===== src/rtl/chmux_pkg.sv =====
package chmux_pkg;

    localparam int BYTE_W  = 8;
    localparam int NUM_CH  = 4;
    localparam int SEL_W   = $clog2(NUM_CH);
    localparam int EN_BIT  = SEL_W;
    localparam int ADDR_W  = 7;
    localparam int STRAP_W = 3;
    localparam int FIXED_W = ADDR_W - STRAP_W;
    localparam int CNT_W   = $clog2(BYTE_W + 1);

    localparam logic [FIXED_W-1:0] ADDR_FIXED = 4'b1110;

    typedef struct packed {
        logic             en;
        logic [SEL_W-1:0] sel;
    } ctrl_t;

    typedef struct packed {
        logic start;
        logic stop;
        logic rise;
        logic fall;
    } bus_ev_t;

    typedef enum logic [2:0] {
        ST_IDLE,
        ST_ADDR,
        ST_ADDR_ACK,
        ST_WDATA,
        ST_WACK,
        ST_RDATA,
        ST_RACK
    } tgt_state_t;

    function automatic logic addr_hit(
        input logic [ADDR_W-1:0]  rx_addr,
        input logic [STRAP_W-1:0] strap
    );
        return rx_addr == {ADDR_FIXED, strap};
    endfunction

    function automatic logic [NUM_CH-1:0] sel_to_onehot(input ctrl_t c);
        logic [NUM_CH-1:0] v;
        v = '0;
        if (c.en) v[c.sel] = 1'b1;
        return v;
    endfunction

    function automatic logic [BYTE_W-1:0] pack_readback(
        input logic [NUM_CH-1:0] irq,
        input ctrl_t             c
    );
        logic [BYTE_W-1:0] b;
        b = '0;
        b[BYTE_W-1 -: NUM_CH] = irq;
        b[EN_BIT]             = c.en;
        b[SEL_W-1:0]          = c.sel;
        return b;
    endfunction

endpackage


===== src/rtl/chmux_line_sync.sv =====
module chmux_line_sync
    import chmux_pkg::*;
#(
    parameter int STAGES = 2
) (
    input  logic    clk,
    input  logic    rst,
    input  logic    scl_in,
    input  logic    sda_in,
    output bus_ev_t ev,
    output logic    sda_q
);

    logic [STAGES-1:0] scl_pipe;
    logic [STAGES-1:0] sda_pipe;
    logic              scl_prev;
    logic              sda_prev;
    logic              scl_s;
    logic              sda_s;

    generate
        if (STAGES > 1) begin : g_multi
            always_ff @(posedge clk) begin
                if (rst) begin
                    scl_pipe <= '1;
                    sda_pipe <= '1;
                end else begin
                    scl_pipe <= {scl_pipe[STAGES-2:0], scl_in};
                    sda_pipe <= {sda_pipe[STAGES-2:0], sda_in};
                end
            end
        end else begin : g_single
            always_ff @(posedge clk) begin
                if (rst) begin
                    scl_pipe <= '1;
                    sda_pipe <= '1;
                end else begin
                    scl_pipe <= scl_in;
                    sda_pipe <= sda_in;
                end
            end
        end
    endgenerate

    assign scl_s = scl_pipe[STAGES-1];
    assign sda_s = sda_pipe[STAGES-1];

    always_ff @(posedge clk) begin
        if (rst) begin
            scl_prev <= 1'b1;
            sda_prev <= 1'b1;
            ev       <= '0;
            sda_q    <= 1'b1;
        end else begin
            scl_prev <= scl_s;
            sda_prev <= sda_s;
            sda_q    <= sda_s;
            ev.start <= scl_s & scl_prev & sda_prev & ~sda_s;
            ev.stop  <= scl_s & scl_prev & ~sda_prev & sda_s;
            ev.rise  <= scl_s & ~scl_prev;
            ev.fall  <= ~scl_s & scl_prev;
        end
    end

endmodule


===== src/rtl/chmux_target_engine.sv =====
module chmux_target_engine
    import chmux_pkg::*;
(
    input  logic               clk,
    input  logic               rst,
    input  bus_ev_t            ev,
    input  logic               sda_q,
    input  logic [STRAP_W-1:0] strap,
    input  logic [BYTE_W-1:0]  rd_byte,
    output logic               sda_oe,
    output logic               wr_stb,
    output ctrl_t              wr_ctrl
);

    tgt_state_t        state;
    logic [CNT_W-1:0]  cnt;
    logic [BYTE_W-1:0] shreg;
    logic [BYTE_W-1:0] txreg;
    logic              is_read;
    logic              nack;

    localparam logic [CNT_W-1:0] CNT_FULL = CNT_W'(BYTE_W);
    localparam logic [CNT_W-1:0] CNT_LAST = CNT_W'(BYTE_W - 1);

    always_ff @(posedge clk) begin
        if (rst) begin
            state   <= ST_IDLE;
            cnt     <= '0;
            shreg   <= '0;
            txreg   <= '0;
            is_read <= 1'b0;
            nack    <= 1'b0;
            sda_oe  <= 1'b0;
            wr_stb  <= 1'b0;
            wr_ctrl <= '0;
        end else begin
            wr_stb <= 1'b0;
            if (ev.stop) begin
                state  <= ST_IDLE;
                sda_oe <= 1'b0;
            end else if (ev.start) begin
                state  <= ST_ADDR;
                cnt    <= '0;
                sda_oe <= 1'b0;
            end else begin
                case (state)
                    ST_ADDR: begin
                        if (ev.rise) begin
                            shreg <= {shreg[BYTE_W-2:0], sda_q};
                            cnt   <= cnt + CNT_W'(1);
                        end else if (ev.fall && cnt == CNT_FULL) begin
                            if (addr_hit(shreg[BYTE_W-1:1], strap)) begin
                                sda_oe  <= 1'b1;
                                is_read <= shreg[0];
                                state   <= ST_ADDR_ACK;
                            end else begin
                                state <= ST_IDLE;
                            end
                        end
                    end
                    ST_ADDR_ACK: begin
                        if (ev.fall) begin
                            cnt <= '0;
                            if (is_read) begin
                                txreg  <= rd_byte;
                                sda_oe <= ~rd_byte[BYTE_W-1];
                                state  <= ST_RDATA;
                            end else begin
                                sda_oe <= 1'b0;
                                state  <= ST_WDATA;
                            end
                        end
                    end
                    ST_WDATA: begin
                        if (ev.rise) begin
                            shreg <= {shreg[BYTE_W-2:0], sda_q};
                            cnt   <= cnt + CNT_W'(1);
                        end else if (ev.fall && cnt == CNT_FULL) begin
                            wr_stb  <= 1'b1;
                            wr_ctrl <= '{en: shreg[EN_BIT], sel: shreg[SEL_W-1:0]};
                            sda_oe  <= 1'b1;
                            state   <= ST_WACK;
                        end
                    end
                    ST_WACK: begin
                        if (ev.fall) begin
                            sda_oe <= 1'b0;
                            cnt    <= '0;
                            state  <= ST_WDATA;
                        end
                    end
                    ST_RDATA: begin
                        if (ev.fall) begin
                            if (cnt == CNT_LAST) begin
                                sda_oe <= 1'b0;
                                cnt    <= '0;
                                state  <= ST_RACK;
                            end else begin
                                txreg  <= {txreg[BYTE_W-2:0], 1'b0};
                                sda_oe <= ~txreg[BYTE_W-2];
                                cnt    <= cnt + CNT_W'(1);
                            end
                        end
                    end
                    ST_RACK: begin
                        if (ev.rise) begin
                            nack <= sda_q;
                        end else if (ev.fall) begin
                            if (nack) begin
                                state <= ST_IDLE;
                            end else begin
                                txreg  <= rd_byte;
                                sda_oe <= ~rd_byte[BYTE_W-1];
                                cnt    <= '0;
                                state  <= ST_RDATA;
                            end
                        end
                    end
                    default: state <= ST_IDLE;
                endcase
            end
        end
    end

    // every accepted data byte is acknowledged
    assert_ack_on_write_R7: assert property (@(posedge clk) disable iff (rst)
        wr_stb |-> sda_oe);

    // the line is released once a START has been seen
    assert_release_after_start_R7: assert property (@(posedge clk) disable iff (rst)
        ev.start |=> !sda_oe);

    // an idle target never holds the line low
    assert_idle_released_R7: assert property (@(posedge clk) disable iff (rst)
        (state == ST_IDLE) |-> !sda_oe);

endmodule


===== src/rtl/chmux_ctrl_reg.sv =====
module chmux_ctrl_reg
    import chmux_pkg::*;
(
    input  logic              clk,
    input  logic              rst,
    input  logic              wr_stb,
    input  ctrl_t             wr_ctrl,
    input  logic              stop,
    output ctrl_t             pend,
    output logic [NUM_CH-1:0] chan_en
);

    always_ff @(posedge clk) begin
        if (rst) begin
            pend    <= '0;
            chan_en <= '0;
        end else begin
            if (wr_stb) pend <= wr_ctrl;
            if (stop) chan_en <= sel_to_onehot(pend);
        end
    end

    // the active vector only moves in the cycle after a STOP
    assert_hold_until_stop_R5: assert property (@(posedge clk) disable iff (rst)
        !stop |=> $stable(chan_en));

    // never more than one channel connected
    assert_onehot_R4: assert property (@(posedge clk) disable iff (rst)
        $onehot0(chan_en));

endmodule


===== src/rtl/i2c_chan_select.sv =====
module i2c_chan_select
    import chmux_pkg::*;
#(
    parameter int SYNC_STAGES = 2
) (
    input  logic               clk,
    input  logic               rst,
    input  logic               scl_in,
    input  logic               sda_in,
    output logic               sda_oe,
    input  logic [STRAP_W-1:0] addr_strap,
    input  logic [NUM_CH-1:0]  irq_status,
    output logic [NUM_CH-1:0]  chan_en
);

    bus_ev_t           ev;
    logic              sda_q;
    logic              wr_stb;
    ctrl_t             wr_ctrl;
    ctrl_t             pend;
    logic [BYTE_W-1:0] rd_byte;

    chmux_line_sync #(.STAGES(SYNC_STAGES)) u_sync (
        .clk    (clk),
        .rst    (rst),
        .scl_in (scl_in),
        .sda_in (sda_in),
        .ev     (ev),
        .sda_q  (sda_q)
    );

    assign rd_byte = pack_readback(irq_status, pend);

    chmux_target_engine u_engine (
        .clk     (clk),
        .rst     (rst),
        .ev      (ev),
        .sda_q   (sda_q),
        .strap   (addr_strap),
        .rd_byte (rd_byte),
        .sda_oe  (sda_oe),
        .wr_stb  (wr_stb),
        .wr_ctrl (wr_ctrl)
    );

    chmux_ctrl_reg u_ctrl (
        .clk     (clk),
        .rst     (rst),
        .wr_stb  (wr_stb),
        .wr_ctrl (wr_ctrl),
        .stop    (ev.stop),
        .pend    (pend),
        .chan_en (chan_en)
    );

endmodule


===== config.mk =====
export PLATFORM = sky130hd
export DESIGN_NAME = i2c_chan_select
export DESIGN_NICKNAME = d
export VERILOG_FILES = /design/src/rtl/chmux_pkg.sv /design/src/rtl/chmux_line_sync.sv /design/src/rtl/chmux_target_engine.sv /design/src/rtl/chmux_ctrl_reg.sv /design/src/rtl/i2c_chan_select.sv
export SDC_FILE = /design/constraint.sdc
export NUM_CORES = 1
export LEC_CHECK = 0
export CAP_MARGIN = 20
export CORE_AREA = 2 2 77 79
export DETAILED_ROUTE_END_ITERATION = 7
export DIE_AREA = 0 0 79 81
export SKIP_CTS_REPAIR_TIMING = 1
export SYNTH_ARGS = -nofsm -noshare
export SYNTH_HDL_FRONTEND = slang
export SYNTH_HIERARCHICAL = 1
export SYNTH_SLANG_ARGS = --single-unit

===== constraint.sdc =====
create_clock -name clk -period 2.3 [get_ports clk]
set_clock_uncertainty 0.1 [all_clocks]
set_input_delay 0.46 -clock clk [delete_from_list [all_inputs] [get_ports clk]]
set_output_delay 0.46 -clock clk [all_outputs]
set_load 0.05 [all_outputs]

==> flow_summary.yaml <==
status:
  outcome: "finished, final reports clean"
critical_path:
  endpoint_kind: "output pin"
  path_cells: "clkdlybuf4s50_1"
  cpPeakStageDelay_ns: 0.81
  worst-path-buf-inv: 1
  reg2reg_depth: 5
  startpoint_type: "register"
  cp.arrival_ns: 1.45
  crit_slowest_cell: "clkdlybuf4s50_1"
  crit_required_ns: 1.74
  critPathKind: "register to output pin"
  path_depth: 1
  crit_path_max_fanout: 2
  crit_family: "buffers and inverters"
die:
  core_area_mm2: 0.00568
  die_area_mm2: 0.00640
  die_h_um: 81
  rows: 28
  initial_core_util_pct: 38.8
  die_w_um: 79
  io_pins: 16
synth:
  async_reset_ff_share_pct: 0
  ys_ff_latch: 46
  yosysSeqAreaShare_pct: 41.9
  syn-cell-area_mm2: 0.00220
  synth_nets: 242
  synth.avg_cell_area_um2: 9.61
  synthFlopType: "dfxtp_1"
  synth_edf_count: 0
  yosysWarnings: 6
  synthDistinctLibCells: 54
  synthCells: 229
cts:
  root_buffer: "clkbuf_8"
  h-tree-depth: 2
  cts_tree: "built"
  clockBufferDepth: 2
  cts_buffers: 5
  clock_latency_ns: 0.29
  cts.sinks: 46
  clk_pin_slew_worst_paths_ns: 0.08
placement:
  hpwl_um: 2940
  placed_area_mm2: 0.00242
  port_buffers: 15
  gp_congestion: 0.796
sta:
  drv_slew: 0
  rsz0062_at_grt: "false"
  min_period_over_period_pct: 87.2
  finalSetupViolations: 0
  tns_ns: 0
  slew-limit-headroom_pct: 62.5
  hold_violations: 0
  max_freq_ghz: 0.499
  timing.final.crit_period_ns: 2.01
  max_slew.worst_pin.slew_ns: 0.562
cells_and_area:
  final_cell_mix: "dfxtp_1 (46), nor2_1 (35), mux2i_1 (24)"
  seq_area_um2: 921
  fin_nets: 261
  fill_cells: 558
  drive_above_1_share_pct: 13.7
  multi_input_area_mm2: 0.00118
  antenna_cells: 0
  syn2layout_area_growth_pct: 14.2
  design_area_mm2: 0.00251
  final_common_cell: "dfxtp_1"
power:
  switching_share_pct: 21.3
  p_int_mw: 1.08
  switchingPower_uw: 290
  powerDensity_mw_per_mm2: 544
  ir_drop_mv: 0.350
  clockPowerShare_pct: 36.3
  seqPwrFrac_pct: 59.3
  power.leakage_nw: 1.01
  p_comb_share_pct: 4.4
detailed_routing:
  route.detailed.drc: 0
  drt_wl_total_um: 4180
  via_count: 1634
  drtAntennaViolNets: 0
  drtPass1Iterations: 4
  drtIter0Drc: 125
  avgRoutedWirePerCell_um: 12.9
  via_per_inst: 5.04
global_routing:
  antenna_found_initial: 0
  grt_first_pass_wirelength_um: 7300
  grt_usage_pct: 14.5
  grt_pass1_vias: 1479
  grt_overflow: 0
  grt_max_degree: 25
worst_hold_path:
  worstHoldPathCells: 1
  hold_path.class: "register to register"
flow_run:
  cap_violations: 0
## Yosys cell counts (2+ instances only)
library cell | instances | area share [%]
buf_2 | 2 | 0.46
o21ai_1 | 2 | 0.46
mux2i_1 | 24 | 11
nor3_1 | 4 | 0.91
a21boi_0 | 2 | 0.68
a211oi_2 | 4 | 2.3
inv_1 | 5 | 0.85
nor3b_2 | 2 | 1.1
o211ai_1 | 2 | 0.68
nor2_1 | 35 | 6.0
nand2_1 | 9 | 1.5
nand3_1 | 3 | 0.68
nor2b_1 | 2 | 0.57
dfxtp_1 | 46 | 42
o22ai_1 | 2 | 0.57
clkbuf_1 | 4 | 0.68
nand3b_1 | 2 | 0.68
ha_1 | 2 | 1.1
or3_1 | 2 | 0.57
a21oi_1 | 8 | 1.8
nand2b_1 | 8 | 2.3
nor3b_1 | 3 | 1.0
or2_2 | 2 | 0.57
buf_6 | 4 | 2.0
or2_1 | 4 | 1.1
xor2_1 | 4 | 1.6
o21ai_0 | 5 | 1.1
a211oi_1 | 3 | 1.0
nand4_1 | 3 | 0.85
nand4b_1 | 7 | 2.8
## flip-flops by register name (all words and copies together) (netlist names), 3 cells and up
register	cells
u_engine/txreg	7
u_engine/shreg	8
u_ctrl/pend	3
u_engine/state	3
u_engine/cnt	4
u_ctrl/chan_en	4
u_engine/wr_ctrl	3
u_sync/ev	4
## worst paths after layout
check                           from                  to  slack, ns
hold / removal    u_sync/sda_pipe[0]  u_sync/sda_pipe[1]       0.31
setup reg to reg   u_engine/state[2]     u_engine/cnt[0]       0.32
setup / recovery   u_ctrl/chan_en[2]          chan_en[2]       0.29
hold reg to reg   u_sync/sda_pipe[0]  u_sync/sda_pipe[1]       0.31
## routing by layer
metal	up-vias	global-route usage (%)	share of wire [%]
li1	848	-	-
met1	746	19.7	50
met2	31	21.6	44
met3	9	2.78	3.3
met4	0	7.76	2.5
met5	-	0	0
## final cells by class
type / instances / area share, %
clock inverters: 1 / 0.199
multi-input cells: 167 / 46.8
clock buffers: 7 / 3.44
flip-flops and latches: 46 / 36.7
well taps: 75 / 3.74
inverters: 5 / 0.747
repair buffers: 23 / 8.37
## cells by family after synthesis
group / share of synthesized area [%]
compound gates: 13.5
xor+xnor: 1.59
fa+ha+maj: 1.14
buf+inv: 4.66
flops: 41.9
mux: 11.4
other cells: 0.170
simple gates: 25.6
## power groups by stage
stage | registers (mW) | logic [mW] | clock network, mW
floorplan | 0.826 | 0.0317 | 0
global placement | 0.829 | 0.0597 | 0
detailed placement | 0.829 | 0.0599 | 0
CTS | 0.810 | 0.0601 | 0.519
global route | 0.812 | 0.0655 | 0.558
finish | 0.810 | 0.0596 | 0.496
## per-stage QoR
stage / setup slack [ns] / utilization [%] / total power [mW] / cells / hold WS, ns
2_1_floorplan: 0.618 / - / 0.857 / 229 / 0.283
3_3_place_gp: 0.119 / 42.6 / 0.889 / 316 / 0.285
3_5_place_dp: 0.116 / 42.6 / 0.889 / 316 / 0.293
4_1_cts: 0.279 / 44.2 / 1.39 / 324 / 0.311
5_1_grt: 0.127 / 44.2 / 1.43 / 324 / 0.320
6_report: 0.295 / 44.2 / 1.37 / 324 / 0.308
Note: power is estimated with default switching activity, not from simulation.
